===== config.mk =====
export PLATFORM = sky130hd
export DESIGN_NAME = synth_i2c_slave
export DESIGN_NICKNAME = d
export VERILOG_FILES = /design/src/rtl/synth_i2c_pkg.sv /design/src/rtl/i2c_line_sampler.sv /design/src/rtl/i2c_byte_engine.sv /design/src/rtl/synth_reg_sorter.sv /design/src/rtl/synth_status_word.sv /design/src/rtl/synth_i2c_slave.sv
export SDC_FILE = /design/constraint.sdc
export NUM_CORES = 1
export LEC_CHECK = 0
export ABC_CLOCK_PERIOD_IN_PS = 2000
export BUFFER_PORTS_ARGS = -buffer_cell sky130_fd_sc_hd__buf_2
export CORE_UTILIZATION = 58
export DETAILED_ROUTE_END_ITERATION = 8
export MAX_ROUTING_LAYER = met4
export PLACE_DENSITY = 0.79
export SYNTH_ARGS = -nofsm -noshare
export SYNTH_HDL_FRONTEND = slang
export SYNTH_SLANG_ARGS = --single-unit

===== constraint.sdc =====
create_clock -name clk -period 2 [get_ports clk]
set_clock_uncertainty 0.1 [all_clocks]
set_input_delay 0.4 -clock clk [delete_from_list [all_inputs] [get_ports clk]]
set_output_delay 0.4 -clock clk [all_outputs]
set_load 0.05 [all_outputs]

===== src/rtl/synth_i2c_pkg.sv =====
package synth_i2c_pkg;

  // Bus-side protocol phases of the byte engine
  typedef enum logic [2:0] {
    PH_IDLE,
    PH_ADDR,
    PH_ACK,
    PH_WRITE,
    PH_SEND,
    PH_MACK,
    PH_SKIP
  } bus_phase_t;

  // What the register sorter expects from the next data byte
  typedef enum logic [1:0] {
    EXP_ANY,
    EXP_DIV_LO,
    EXP_BAND
  } expect_t;

endpackage


===== src/rtl/i2c_line_sampler.sv =====
module i2c_line_sampler #(
  parameter int STAGES = 2
) (
  input  logic clk,
  input  logic rst,
  input  logic scl_i,
  input  logic sda_i,
  output logic scl_s,
  output logic sda_s,
  output logic scl_rise,
  output logic scl_fall,
  output logic start_det,
  output logic stop_det
);

  logic [STAGES-1:0] scl_pipe;
  logic [STAGES-1:0] sda_pipe;
  logic              scl_q;
  logic              sda_q;

  generate
    if (STAGES > 1) begin : g_multi
      always_ff @(posedge clk) begin
        if (rst) begin
          scl_pipe <= '1;
          sda_pipe <= '1;
        end else begin
          scl_pipe <= {scl_pipe[STAGES-2:0], scl_i};
          sda_pipe <= {sda_pipe[STAGES-2:0], sda_i};
        end
      end
    end else begin : g_single
      always_ff @(posedge clk) begin
        if (rst) begin
          scl_pipe <= '1;
          sda_pipe <= '1;
        end else begin
          scl_pipe <= scl_i;
          sda_pipe <= sda_i;
        end
      end
    end
  endgenerate

  assign scl_s = scl_pipe[STAGES-1];
  assign sda_s = sda_pipe[STAGES-1];

  always_ff @(posedge clk) begin
    if (rst) begin
      scl_q <= 1'b1;
      sda_q <= 1'b1;
    end else begin
      scl_q <= scl_s;
      sda_q <= sda_s;
    end
  end

  assign scl_rise  = scl_s & ~scl_q;
  assign scl_fall  = ~scl_s & scl_q;
  assign start_det = scl_s & scl_q & sda_q & ~sda_s;
  assign stop_det  = scl_s & scl_q & ~sda_q & sda_s;

endmodule


===== src/rtl/i2c_byte_engine.sv =====
module i2c_byte_engine
  import synth_i2c_pkg::*;
#(
  parameter int          ADDR_FIX_W = 5,
  parameter logic [ADDR_FIX_W-1:0] ADDR_FIX = 5'b11000,
  parameter int          STRAP_W = 2
) (
  input  logic               clk,
  input  logic               rst,
  input  logic               scl_rise,
  input  logic               scl_fall,
  input  logic               start_det,
  input  logic               stop_det,
  input  logic               sda_s,
  input  logic [STRAP_W-1:0] strap_i,
  input  logic [7:0]         status_byte,
  output logic               sda_oe,
  output logic               byte_stb,
  output logic [7:0]         byte_data,
  output logic               txn_reset,
  output logic               status_sent
);

  localparam logic [3:0] LAST_BIT = 4'd7;
  localparam logic [3:0] FULL     = 4'd8;

  bus_phase_t phase;
  logic [3:0] bit_cnt;
  logic [7:0] rx_sh;
  logic [7:0] tx_sh;
  logic       rw_q;
  logic       nack_q;
  logic       addr_hit;

  assign addr_hit = (rx_sh[7:1] == {ADDR_FIX, strap_i});

  always_ff @(posedge clk) begin
    if (rst) begin
      phase       <= PH_IDLE;
      bit_cnt     <= '0;
      rx_sh       <= '0;
      tx_sh       <= '0;
      rw_q        <= 1'b0;
      nack_q      <= 1'b0;
      sda_oe      <= 1'b0;
      byte_stb    <= 1'b0;
      byte_data   <= '0;
      txn_reset   <= 1'b0;
      status_sent <= 1'b0;
    end else begin
      byte_stb    <= 1'b0;
      txn_reset   <= 1'b0;
      status_sent <= 1'b0;
      if (start_det) begin
        phase     <= PH_ADDR;
        bit_cnt   <= '0;
        sda_oe    <= 1'b0;
        txn_reset <= 1'b1;
      end else if (stop_det) begin
        phase     <= PH_IDLE;
        sda_oe    <= 1'b0;
        txn_reset <= 1'b1;
      end else begin
        case (phase)
          PH_ADDR, PH_WRITE: begin
            if (scl_rise && bit_cnt != FULL) begin
              rx_sh   <= {rx_sh[6:0], sda_s};
              bit_cnt <= bit_cnt + 4'd1;
            end else if (scl_fall && bit_cnt == FULL) begin
              bit_cnt <= '0;
              if (phase == PH_ADDR) begin
                if (addr_hit) begin
                  sda_oe <= 1'b1;
                  rw_q   <= rx_sh[0];
                  phase  <= PH_ACK;
                end else begin
                  phase  <= PH_SKIP;
                end
              end else begin
                byte_stb  <= 1'b1;
                byte_data <= rx_sh;
                sda_oe    <= 1'b1;
                rw_q      <= 1'b0;
                phase     <= PH_ACK;
              end
            end
          end
          PH_ACK: begin
            if (scl_fall) begin
              bit_cnt <= '0;
              if (rw_q) begin
                sda_oe <= ~status_byte[7];
                tx_sh  <= {status_byte[6:0], 1'b0};
                phase  <= PH_SEND;
              end else begin
                sda_oe <= 1'b0;
                phase  <= PH_WRITE;
              end
            end
          end
          PH_SEND: begin
            if (scl_fall) begin
              if (bit_cnt == LAST_BIT) begin
                sda_oe      <= 1'b0;
                status_sent <= 1'b1;
                nack_q      <= 1'b1;
                phase       <= PH_MACK;
              end else begin
                sda_oe  <= ~tx_sh[7];
                tx_sh   <= {tx_sh[6:0], 1'b0};
                bit_cnt <= bit_cnt + 4'd1;
              end
            end
          end
          PH_MACK: begin
            if (scl_rise) begin
              nack_q <= sda_s;
            end else if (scl_fall) begin
              bit_cnt <= '0;
              if (nack_q) begin
                phase <= PH_SKIP;
              end else begin
                sda_oe <= ~status_byte[7];
                tx_sh  <= {status_byte[6:0], 1'b0};
                phase  <= PH_SEND;
              end
            end
          end
          default: begin
            sda_oe <= 1'b0;
          end
        endcase
      end
    end
  end

endmodule


===== src/rtl/synth_reg_sorter.sv =====
module synth_reg_sorter
  import synth_i2c_pkg::*;
#(
  parameter int DIV_W  = 15,
  parameter int CTRL_W = 7,
  parameter int BAND_W = 4
) (
  input  logic              clk,
  input  logic              rst,
  input  logic              byte_stb,
  input  logic [7:0]        byte_data,
  input  logic              txn_reset,
  output logic [DIV_W-1:0]  div_word,
  output logic [CTRL_W-1:0] ctrl_word,
  output logic [BAND_W-1:0] band_word
);

  localparam int HI_W = DIV_W - 8;

  expect_t         want;
  logic [HI_W-1:0] div_hi;

  always_ff @(posedge clk) begin
    if (rst) begin
      div_word  <= '0;
      ctrl_word <= '0;
      band_word <= '0;
      div_hi    <= '0;
      want      <= EXP_ANY;
    end else if (txn_reset) begin
      want <= EXP_ANY;
    end else if (byte_stb) begin
      case (want)
        EXP_DIV_LO: begin
          div_word <= {div_hi, byte_data};
          want     <= EXP_ANY;
        end
        EXP_BAND: begin
          band_word <= byte_data[BAND_W-1:0];
          want      <= EXP_ANY;
        end
        default: begin
          if (byte_data[7]) begin
            ctrl_word <= byte_data[CTRL_W-1:0];
            want      <= EXP_BAND;
          end else begin
            div_hi <= byte_data[HI_W-1:0];
            want   <= EXP_DIV_LO;
          end
        end
      endcase
    end
  end

endmodule


===== src/rtl/synth_status_word.sv =====
module synth_status_word #(
  parameter int LVL_W = 3
) (
  input  logic             clk,
  input  logic             rst,
  input  logic             lock_i,
  input  logic [LVL_W-1:0] level_i,
  input  logic             status_sent,
  output logic [7:0]       status_byte
);

  localparam int FILL_W = 8 - 2 - LVL_W;

  logic             por_q;
  logic             lock_q;
  logic [LVL_W-1:0] level_q;

  always_ff @(posedge clk) begin
    if (rst) begin
      por_q   <= 1'b1;
      lock_q  <= 1'b0;
      level_q <= '0;
    end else begin
      lock_q  <= lock_i;
      level_q <= level_i;
      if (status_sent) por_q <= 1'b0;
    end
  end

  assign status_byte = {por_q, lock_q, {FILL_W{1'b1}}, level_q};

endmodule


===== src/rtl/synth_i2c_slave.sv =====
module synth_i2c_slave #(
  parameter int SYNC_STAGES = 2,
  parameter int DIV_W       = 15,
  parameter int CTRL_W      = 7,
  parameter int BAND_W      = 4,
  parameter int LVL_W       = 3,
  parameter int STRAP_W     = 2
) (
  input  logic              clk,
  input  logic              rst,
  input  logic              scl_i,
  input  logic              sda_i,
  output logic              sda_oe,
  input  logic [STRAP_W-1:0] strap_i,
  input  logic              lock_i,
  input  logic [LVL_W-1:0]  level_i,
  output logic [DIV_W-1:0]  div_word,
  output logic [CTRL_W-1:0] ctrl_word,
  output logic [BAND_W-1:0] band_word
);

  logic       scl_s, sda_s, scl_rise, scl_fall, start_det, stop_det;
  logic       byte_stb, txn_reset, status_sent;
  logic [7:0] byte_data, status_byte;

  i2c_line_sampler #(.STAGES(SYNC_STAGES)) u_sampler (
    .clk(clk), .rst(rst), .scl_i(scl_i), .sda_i(sda_i),
    .scl_s(scl_s), .sda_s(sda_s), .scl_rise(scl_rise), .scl_fall(scl_fall),
    .start_det(start_det), .stop_det(stop_det)
  );

  i2c_byte_engine #(.STRAP_W(STRAP_W)) u_engine (
    .clk(clk), .rst(rst), .scl_rise(scl_rise), .scl_fall(scl_fall),
    .start_det(start_det), .stop_det(stop_det), .sda_s(sda_s),
    .strap_i(strap_i), .status_byte(status_byte), .sda_oe(sda_oe),
    .byte_stb(byte_stb), .byte_data(byte_data), .txn_reset(txn_reset),
    .status_sent(status_sent)
  );

  synth_reg_sorter #(.DIV_W(DIV_W), .CTRL_W(CTRL_W), .BAND_W(BAND_W)) u_sorter (
    .clk(clk), .rst(rst), .byte_stb(byte_stb), .byte_data(byte_data),
    .txn_reset(txn_reset), .div_word(div_word), .ctrl_word(ctrl_word),
    .band_word(band_word)
  );

  synth_status_word #(.LVL_W(LVL_W)) u_status (
    .clk(clk), .rst(rst), .lock_i(lock_i), .level_i(level_i),
    .status_sent(status_sent), .status_byte(status_byte)
  );

endmodule


==> impl_metrics.tcl <==
set metrics [dict create \
    relSlewSlack 0.6543 \
    grt_pass1_vias 2437 \
    worst_hold_path.num_cells 2 \
    ys_seq_elements 82 \
    slowest_stage "dfxtp_2" \
    yosysSeqAreaShare 0.4726 \
    synthAdderAreaFrac 0.01441 \
    min_to "u_sampler.sda_pipe[0]$_SDFF_PP1_" \
    slew_viol_final 0 \
    slowest_delay_ps 370 \
    synth_top_family_by_area "simple AND/OR/NAND/NOR gates" \
    yosysMostFrequentCell "dfxtp_1" \
    muxShareOfSynthArea 0.1106 \
    synth_flop_cell "dfxtp_1" \
    die-area_um2 6302 \
    syn_inst 384 \
    via_per_inst 5.484 \
    diodes 0 \
    yosysUniqueCellTypes 54 \
    crit_type "flip-flop to flip-flop" \
    grt_use_total 0.2483 \
    synth_top_cell_by_area "dfxtp_1" \
    finalHoldViolCount 0 \
    setup_violations 0 \
    synth_common_cells "82 x dfxtp_1, 50 x nand2_1, 46 x nor2_1" \
    h-tree-depth 3 \
    register_area_um2 1647 \
    dr.pass1.iters 4 \
    cp.buffers_inverters 1 \
    status "completed" \
    initial_core_util 0.6157 \
    p_leak_nw 1.698 \
    dp.cells 485 \
    synth_top_area_frac 0.4726 \
    worstHoldStart "sda_i" \
    netlist_area_um2 3473 \
    overflow 0 \
    die_h_um 79.39 \
    synth_xor_area_frac 0.007565 \
    async_flop_share 0 \
    rr_worst_depth 7 \
    synth_compound_area_frac 0.1128 \
    wire_per_inst_um 14.01 \
    drc 0 \
    critPathArrivalTime_ps 2040 \
    hold_path.class "primary input to flip-flop" \
    num_rows 27 \
    io_pins 37 \
    place.gp.congestion 0.8429 \
    nets 441 \
    grt_max_degree 76 \
    reg2reg_slack_ps 110 \
    r2r-end "u_engine.bit_cnt[3]$_SDFFE_PP0P_" \
    layout-drive-gt1-share 0.2199 \
    die-width_um 79.39 \
    dp_hpwl_um 4794 \
    final-instance-count-excl-fill 504 \
    cts_buffers 9 \
    io_buffers 36 \
    synthSimpleGateAreaFrac 0.2356 \
    fillers 427 \
    drt-total-wl_um 7063 \
    fin_crit_sh 0.9458 \
    avgSynthCellArea_um2 9.045 \
    coreArea_um2 5642 \
    timing.fmax_mhz 528.7 \
    vias 2764 \
    root_buffer "clkbuf_8" \
    ir_drop_mv 0.6604 \
    start_kind "flip-flop" \
    worstSkewPairLatency_ps 350 \
    area_growth_pct 14.88 \
    finalSetupTns_ps 0 \
    multi_input_area_um2 1697 \
    ys_warn_count 0 \
    path_max_fanout 7 \
    syn-num-nets 398 \
    cellPowerDensity_nw_per_um2 706.2 \
    drtIter0Drc 207 \
    synth-edff-count 0 \
    antenna_found_initial 0 \
    yosys-top-cells-area "dfxtp_1 47%, mux2i_1 10%, nand2_1 5.4%, nor2_1 5.0%, a21oi_1 4.3%" \
    fin_crit_ps 1892 \
    grt_pass1_wl_um 11560 \
    path_cells "inv_1, ha_1, and3b_4, nor2_4, o211ai_1, o21bai_1, a32o_1" \
    ant_nets 0 \
    cts.clk_slew.worst_paths_ps 90 \
    tightest_slew_ps 517.1 \
    cp_top_family "compound AO/OA/AOI/OAI gates" \
    maxCapViolations 0 \
    cts_buffer_depth 2 \
    required_ps 2140 \
    end_kind "flip-flop" \
    cts_tree "done" \
    hold_buffers 0 \
    reg2reg_from "u_engine.bit_cnt[0]$_SDFFE_PP0P_" \
    cts_sinks 82 \
]
==> logic make-up after synthesis <==
family | Yosys count
simple gates | 163
flops | 82
compound gates | 60
mux | 38
buf+inv | 34
fa+ha+maj | 4
xor+xnor | 3
==> metrics by stage <==
| step | setup slack, ps | hold slack (ps) | utilization | total power, mW | area (um2) |
|---|---|---|---|---|---|
| finish | 108.5 | 134.1 | 0.7073 | 2.818 | 3990 |
| global route | -4.484 | 112.7 | 0.7073 | 2.930 | 3990 |
| CTS | 35.81 | 122.1 | 0.6982 | 2.837 | 3939 |
| detailed placement | 0.8420 | 292.3 | 0.6664 | 1.766 | 3760 |
| global placement | 99.57 | 292.0 | 0.6664 | 1.766 | 3760 |
| floorplan | 179.3 | 288.2 | - | 1.741 | 3473 |
==> sequential cells by signal, indices dropped and copies added (netlist names), 2 cells and up <==
register / cells
u_sorter.div_word: 15
u_engine.byte_data: 8
u_engine.rx_sh: 8
u_engine.tx_sh: 7
u_sorter.ctrl_word: 7
u_sorter.div_hi: 7
u_engine.bit_cnt: 4
u_sorter.band_word: 4
u_engine.phase: 3
u_status.level_q: 3
u_sampler.scl_pipe: 2
u_sampler.sda_pipe: 2
u_sorter.want: 2
==> cell type report <==
type / count / share of cell area
sequential: 82 / 0.4127
inverter: 10 / 0.009407
timing repair buffer: 56 / 0.08592
clock inverter: 6 / 0.01223
multi-input combinational: 268 / 0.4252
tap: 72 / 0.02258
clock buffer: 10 / 0.03198
==> worst reg2reg max path, stage by stage (launching register included) <==
cell,delay [ps]
dfxtp_2,370
inv_1,50
ha_1,210
and3b_4,240
nor2_4,130
o211ai_1,220
o21bai_1,230
a32o_1,260
==> layout by cell type, fill, tap and decap left out, types with 6 or more instances in the layout <==
cell type   n
nand3_1    12
clkbuf_8    9
nor2_1     45
or2_2       7
mux2i_1    35
a21oi_1    30
buf_2      36
dfxtp_1    78
nor2b_1     8
inv_1      10
nor3_1      6
buf_4      19
nand2_1    49
==> where the power goes <==
part | internal, mW | switching [mW] | leakage [nW]
Sequential | 1.64 | 0.00742 | 0.665
Clock | 0.467 | 0.621 | 0.0852
Combinational | 0.0332 | 0.0484 | 0.948
Total | 2.14 | 0.677 | 1.70
==> metal layers <==
metal  GRT usage  wire length [um]
met5           -                 0
met4     0.08545               116
met3     0.06743               292
met2      0.3612              3173
met1      0.3326              3480
==> worst max path at each step <==
stage / start / end / slack, ps / depth (start not counted)
final: u_engine.bit_cnt[0]$_SDFFE_PP0P_ / u_engine.bit_cnt[3]$_SDFFE_PP0P_ / 110 / 7
after global routing: u_engine.bit_cnt[0]$_SDFFE_PP0P_ / u_engine.phase[0]$_SDFFE_PP0P_ / -4 / 7
after CTS: u_engine.bit_cnt[1]$_SDFFE_PP0P_ / u_engine.bit_cnt[1]$_SDFFE_PP0P_ / 40 / 7
after detailed placement: u_engine.bit_cnt[0]$_SDFFE_PP0P_ / u_engine.bit_cnt[3]$_SDFFE_PP0P_ / 0.8 / 7
after global placement: u_engine.bit_cnt[0]$_SDFFE_PP0P_ / u_engine.bit_cnt[1]$_SDFFE_PP0P_ / 100 / 7
after floorplan: u_engine.bit_cnt[0]$_SDFFE_PP0P_ / u_engine.bit_cnt[1]$_SDFFE_PP0P_ / 180 / 7
==> timing repair <==
| action | CTS | global route |
|---|---|---|
| buffers inserted | 0 | 3 |
| gates resized for setup | 2 | 7 |
| cloned | 0 | 0 |
| pin swaps | 1 | 2 |
| endpoints found under the setup margin | 2 | 6 |
(Power assumes the default switching activity.)
